--- config.mk ---
export PLATFORM = sky130hd
export DESIGN_NAME = tsr_top
export DESIGN_NICKNAME = d
export VERILOG_FILES = /design/src/rtl/tsr_pkg.sv /design/src/rtl/tsr_segment.sv /design/src/rtl/tsr_link.sv /design/src/rtl/tsr_top.sv
export SDC_FILE = /design/constraint.sdc
export NUM_CORES = 1
export LEC_CHECK = 0
export BUFFER_PORTS_ARGS = -buffer_cell sky130_fd_sc_hd__buf_4
export CAP_MARGIN = 0
export CORE_AREA = 10 10 81 83
export DETAILED_ROUTE_END_ITERATION = 7
export DIE_AREA = 0 0 91 93
export GPL_ROUTABILITY_DRIVEN = 0
export SYNTH_ARGS = -nofsm -noshare
export SYNTH_HDL_FRONTEND = slang
export SYNTH_SLANG_ARGS = --single-unit
--- constraint.sdc ---
create_clock -name clk -period 0.8 [get_ports clk]
set_input_delay 0.04 -clock clk [delete_from_list [all_inputs] [get_ports clk]]
set_output_delay 0.04 -clock clk [all_outputs]
set_load 0.1 [all_outputs]
--- src/rtl/tsr_pkg.sv ---
package tsr_pkg;
  parameter int unsigned TSR_SEG_LEN = 16;
  parameter int unsigned TSR_NUM_SEG = 4;

  typedef enum logic {
    MODE_CHAIN = 1'b0,
    MODE_SPLIT = 1'b1
  } tsr_mode_e;
endpackage

--- src/rtl/tsr_segment.sv ---
module tsr_segment #(
  parameter int unsigned LEN = 16
) (
  input  logic           clk,
  input  logic           rst_n,
  input  logic           din,
  output logic [LEN-1:0] stages
);
  logic [LEN-1:0] stages_nxt;

  // next state: stage 0 takes din, all others move up by one
  always_comb begin
    stages_nxt = {stages[LEN-2:0], din};
  end

  always_ff @(posedge clk or negedge rst_n) begin
    if (!rst_n) begin
      stages <= '0;
    end else begin
      stages <= stages_nxt;
    end
  end
endmodule

--- src/rtl/tsr_link.sv ---
module tsr_link
  import tsr_pkg::*;
#(
  parameter int unsigned NUM_SEG = 4
) (
  input  logic               split,
  input  logic               sdin,
  input  logic [NUM_SEG-2:0] tap_in,
  input  logic [NUM_SEG-1:0] seg_last,
  output logic [NUM_SEG-1:0] seg_din,
  output logic [NUM_SEG-1:0] tap_oe
);
  tsr_mode_e mode;

  always_comb begin
    mode = tsr_mode_e'(split);
  end

  assign seg_din[0] = sdin;

  genvar k;
  generate
    for (k = 1; k < NUM_SEG; k++) begin : g_src
      // chain mode: previous segment tail; split mode: tap pin input
      assign seg_din[k] = (mode == MODE_SPLIT) ? tap_in[k-1] : seg_last[k-1];
    end
    for (k = 0; k < NUM_SEG; k++) begin : g_oe
      assign tap_oe[k] = (mode == MODE_CHAIN);
    end
  endgenerate
endmodule

--- src/rtl/tsr_top.sv ---
module tsr_top
  import tsr_pkg::*;
#(
  parameter int unsigned SEG_LEN = TSR_SEG_LEN,
  parameter int unsigned NUM_SEG = TSR_NUM_SEG
) (
  input  logic               clk,
  input  logic               rst_n,
  input  logic               sdin,
  input  logic               split,
  input  logic [NUM_SEG-2:0] tap_in,
  output logic [NUM_SEG-1:0] tap_q,
  output logic [NUM_SEG-1:0] tap_oe
);
  logic [SEG_LEN-1:0] seg_q [NUM_SEG];
  logic [NUM_SEG-1:0] seg_din;
  logic [NUM_SEG-1:0] seg_last;

  tsr_link #(.NUM_SEG(NUM_SEG)) u_link (
    .split    (split),
    .sdin     (sdin),
    .tap_in   (tap_in),
    .seg_last (seg_last),
    .seg_din  (seg_din),
    .tap_oe   (tap_oe)
  );

  genvar g;
  generate
    for (g = 0; g < NUM_SEG; g++) begin : g_seg
      tsr_segment #(.LEN(SEG_LEN)) u_seg (
        .clk    (clk),
        .rst_n  (rst_n),
        .din    (seg_din[g]),
        .stages (seg_q[g])
      );
      assign seg_last[g] = seg_q[g][SEG_LEN-1];
      assign tap_q[g]    = seg_last[g];

      AST_TAP_ADVANCE: assert property (@(posedge clk) disable iff (!rst_n)
        1'b1 |=> tap_q[g] == $past(seg_q[g][SEG_LEN-2]));

      if (g == 0) begin : g_head
        AST_HEAD_CAPTURE: assert property (@(posedge clk) disable iff (!rst_n)
          1'b1 |=> seg_q[0][0] == $past(sdin));
      end else begin : g_join
        AST_CHAIN_LINK: assert property (@(posedge clk) disable iff (!rst_n)
          !split |=> seg_q[g][0] == $past(tap_q[g-1]));
        AST_SPLIT_LOAD: assert property (@(posedge clk) disable iff (!rst_n)
          split |=> seg_q[g][0] == $past(tap_in[g-1]));
      end
    end
  endgenerate

  AST_TAP_RELEASE: assert property (@(posedge clk) disable iff (!rst_n)
    split |-> tap_oe == '0);
  AST_TAP_DRIVE: assert property (@(posedge clk) disable iff (!rst_n)
    !split |-> tap_oe == '1);
endmodule

* Yosys cells after proc, flatten, opt, wreduce, memory -nomap -nowiden
Index checks and enable logic that the tools add are counted.
** Storage, ports and cells
- Register bits :: 64
- Word-level logic and storage cells :: 8
** Operators by class
- Multiplexer cells :: 3
- Bitwise operators :: 1
** Operators with widths (count)
- 1-bit 2-to-1 mux :: 3
- 1-bit NOT :: 1

* Logic depth before layout (Yosys ltp)
- Word-level depth :: 1
- Gate-level depth with buffers :: 2

* By module
A second synthesis with hierarchy kept.
** Second synthesis, totals
- Cells, all modules :: 72
- Area total of the unflattened synthesis :: 1669.1 µm²
** By module, submodules not included
- tsr_segment :: instances 4, cells each 16, area an instance 400.4 µm², seq. area each 400.4 µm²
- tsr_link :: instances 1, cells each 8, area an instance 67.6 µm², seq. area each 0.0 µm²

* Worst setup path after synthesis
OpenSTA, ideal clock, no wires.
- Path type :: input-to-output
- Start point :: input split
- End point :: output tap_oe[1]
- Data arrival time :: 1085 ps
- Required time :: 760 ps
- Path slack :: -325 ps
- Stages on the path :: 2
- Path buffers :: 1
- Cell sequence :: inv_1 -> buf_4
** On the way
- Word-level cells in the longest chain between the ends :: 1
** Ends and longest elaborated chain
- start: declaration :: RTL line tsr_top.sv:10 : input logic split,
- 1-bit NOT :: RTL line tsr_link.sv:28 : assign tap_oe[k] = (mode == MODE_CHAIN);
- end: declaration :: RTL line tsr_top.sv:13 : output logic [NUM_SEG-1:0] tap_oe
No other way between the ends.

* Worst setup path in the final report
- Start point :: register g_seg[1].u_seg.stages[15]
- End point :: output tap_q[1]
** RTL lines
- start: declaration :: RTL line tsr_segment.sv:7 : output logic [LEN-1:0] stages
- start signal: assignment :: RTL line tsr_segment.sv:20 : stages <= stages_nxt;
- end: declaration :: RTL line tsr_top.sv:12 : output logic [NUM_SEG-1:0] tap_q,
No word-level cell between the ends.

==> impl_metrics.py <==
metrics = {
    "pwr": {
        "p_clk_frac": 0.403,
        "internal_power_mw": 5.213,
        "total_leakage_power_nw": 0.9813,
        "power-per-cell-area_nw_per_um2": 3095,
        "switching_share": 0.2183,
        "p_switching_mw": 1.456,
        "ir_drop_v": 0.001155,
        "p_seq_frac": 0.535,
        "combPwrFrac": 0.062,
        "p_total_mw": 6.669,
    },
    "floorplan": {
        "die_w_um": 91,
        "io_pins": 15,
        "num_rows": 26,
        "die_h_um": 93,
        "core_area_um2": 5010,
        "initial_core_util": 0.3377,
        "dieArea_um2": 8463,
    },
    "timing": {
        "fin_skew_ns": 0.003814,
        "rsz0062_at_grt": "true",
        "max_freq_mhz": 1046,
        "max_slew_margin": 0.7891,
        "drv_slew": 0,
        "max_slew.worst_pin.slew_ns": 0.3163,
        "hold-worst-slack_ns": 0.03050,
        "setup_viol": 4,
        "fin_tns_setup_ns": -0.5846,
        "fin_crit_sh": 1.195,
        "period_needed_ns": 0.9559,
        "hold_violations": 0,
        "fin_ws_ns": -0.1559,
    },
    "critical_path": {
        "cp.required_ns": 0.76,
        "r2r_setup_slack_ns": 0,
        "r2r_cells": 1,
        "start_kind": "flip-flop",
        "rr_endpoint": "g_seg[3].u_seg.stages[0]$_DFF_PN0_",
        "cpLargestDelayFamily": "flip-flops",
        "cp_cell_sequence": "buf_12",
        "path_buf_inv": 1,
        "worstPathMaxFanout": 2,
        "crit_arrival_ns": 0.92,
        "end_kind": "primary output",
        "path_class": "flip-flop to primary output",
        "critical_path.slowest_cell": "dfrtp_1",
        "slowest_delay_ns": 0.41,
        "worstReg2RegStart": "g_seg[2].u_seg.stages[15]$_DFF_PN0_",
    },
    "cells_and_area": {
        "nets": 106,
        "regMostFlops": "g_seg.u_seg.stages",
        "fin_util": 0.4301,
        "top_regs": "g_seg.u_seg.stages (64)",
        "mostFrequentLayoutCells": "64 x dfrtp_1, 11 x clkbuf_8, 10 x buf_4",
        "diodes": 0,
        "drive_gt1_frac": 0.3173,
        "syn_to_final_growth_pct": 27.37,
        "largest_reg_flops": 64,
        "final_common_cell": "dfrtp_1",
    },
    "worst_hold_path": {
        "holdPathStages": 2,
        "hold_class": "primary input to flip-flop",
        "worstHoldStart": "split",
        "hold_path_end": "g_seg[2].u_seg.stages[0]$_DFF_PN0_",
    },
    "clock_tree": {
        "clkSlewWorstSetupHoldPaths_ns": 0.06,
        "cts_tree": "yes",
        "post_cts.repair.setup_buffers": 0,
        "worstSkewPairLatency_ns": 0.32,
        "htreeDepth": 3,
        "clock-sinks": 64,
        "cts.path.max_buffers": 2,
        "ctsRootBufferMaster": "clkbuf_8",
        "cts_buffers": 9,
    },
    "detailed_routing": {
        "route.detailed.drc": 0,
        "dr.pass1.iters": 3,
        "drt_iter0_drc": 44,
        "vias": 638,
        "wl_per_cell_um": 13.26,
        "detail-route-antenna-nets": 0,
        "routed_wl_um": 2308,
        "vias_per_cell": 3.667,
    },
    "place": {
        "io_buffer_count": 14,
        "place_ws_ns": 0.06254,
        "dp_hpwl_um": 1218,
    },
    "global_routing": {
        "grt_usage": 0.06222,
        "grt.overflow.total": 0,
        "grt_pass1_wl_um": 3829,
        "grt_max_degree": 65,
        "antenna_found_initial": 0,
        "grt_pass1_vias": 744,
    },
    "run_status": {
        "violations": "setup timing",
        "outcome": "finished with violations",
    },
    "synthesis": {
        "yosysWarnings": 0,
        "ys_ff_latch": 64,
        "syn_area_per_cell_um2": 22.55,
        "syn_area_um2": 1692,
        "syn_inst": 75,
        "yosys.cell_types.count": 4,
        "ys_seq_area_frac": 0.9467,
        "syn-num-nets": 82,
    },
    "run": {
        "cap_violations": 0,
    },
}
==> what timing repair did <==
| action | in CTS | in global routing |
|---|---|---|
| hold buffers | 5 | 0 |
| hold endpoints to repair | 68 | 0 |
| endpoints found under the setup margin | 4 | 6 |
| resized for setup | 10 | 2 |
==> power groups by stage <==
stage          registers (mW)  clock network [mW]  logic (mW)
2_1_floorplan            3.58                   0       0.255
3_3_place_gp             3.61                   0       0.355
3_5_place_dp             3.61                   0       0.362
4_1_cts                  3.57                2.79       0.412
5_1_grt                  3.59                2.98       0.436
6_report                 3.57                2.69       0.413
==> synth_stat cells <==
| cell type | instances | area (um^2) |
|---|---|---|
| inv_1 | 1 | 3.750 |
| mux2_2 | 3 | 33.78 |
| dfrtp_1 | 64 | 1602 |
| buf_4 | 7 | 52.55 |
==> final cells by class <==
| type | count | area, um^2 |
|---|---|---|
| flip-flops and latches | 64 | 1602 |
| multi-input cells | 3 | 33.78 |
| fillers | 450 | 2855 |
| well taps | 70 | 87.58 |
| clock buffers | 13 | 158.9 |
| repair buffers | 20 | 225.2 |
| inverters | 1 | 7.507 |
| clock inverters | 3 | 40.04 |
==> routing by layer <==
metal / up-vias / GRT usage / part of all wire
li1: 272 / - / -
met1: 341 / 0.07373 / 0.46
met2: 21 / 0.07697 / 0.44
met3: 4 / 0.05596 / 0.084
met4: 0 / 0.02350 / 0.010
met5: - / 0 / 0
==> stage by stage <==
| stage | std cells | area [um^2] |
|---|---|---|
| 2_1_floorplan | 75 | 1707 |
| 3_3_place_gp | 153 | 1856 |
| 3_5_place_dp | 153 | 1856 |
| 4_1_cts | 174 | 2145 |
| 5_1_grt | 174 | 2155 |
| 6_report | 174 | 2155 |
==> logic make-up after synthesis <==
family	Yosys count	synth area share
buf+inv	8	0.03328
mux	3	0.01997
flops	64	0.9467
==> how the worst max path moves through the flow <==
stage / from / end / slack (ns) / cells past startpoint
after global placement: g_seg[0].u_seg.stages[15]$_DFF_PN0_ / g_seg[1].u_seg.stages[0]$_DFF_PN0_ / 0.08 / 1
final: g_seg[1].u_seg.stages[15]$_DFF_PN0_ / tap_q[1] / -0.16 / 1
after global routing: g_seg[1].u_seg.stages[15]$_DFF_PN0_ / tap_q[1] / -0.20 / 1
after floorplan: split / tap_oe[1] / -0.08 / 2
after detailed placement: g_seg[2].u_seg.stages[15]$_DFF_PN0_ / g_seg[3].u_seg.stages[0]$_DFF_PN0_ / 0.06 / 1
after CTS: g_seg[1].u_seg.stages[15]$_DFF_PN0_ / tap_q[1] / -0.17 / 1
Note: power is estimated with default switching activity, not from simulation.
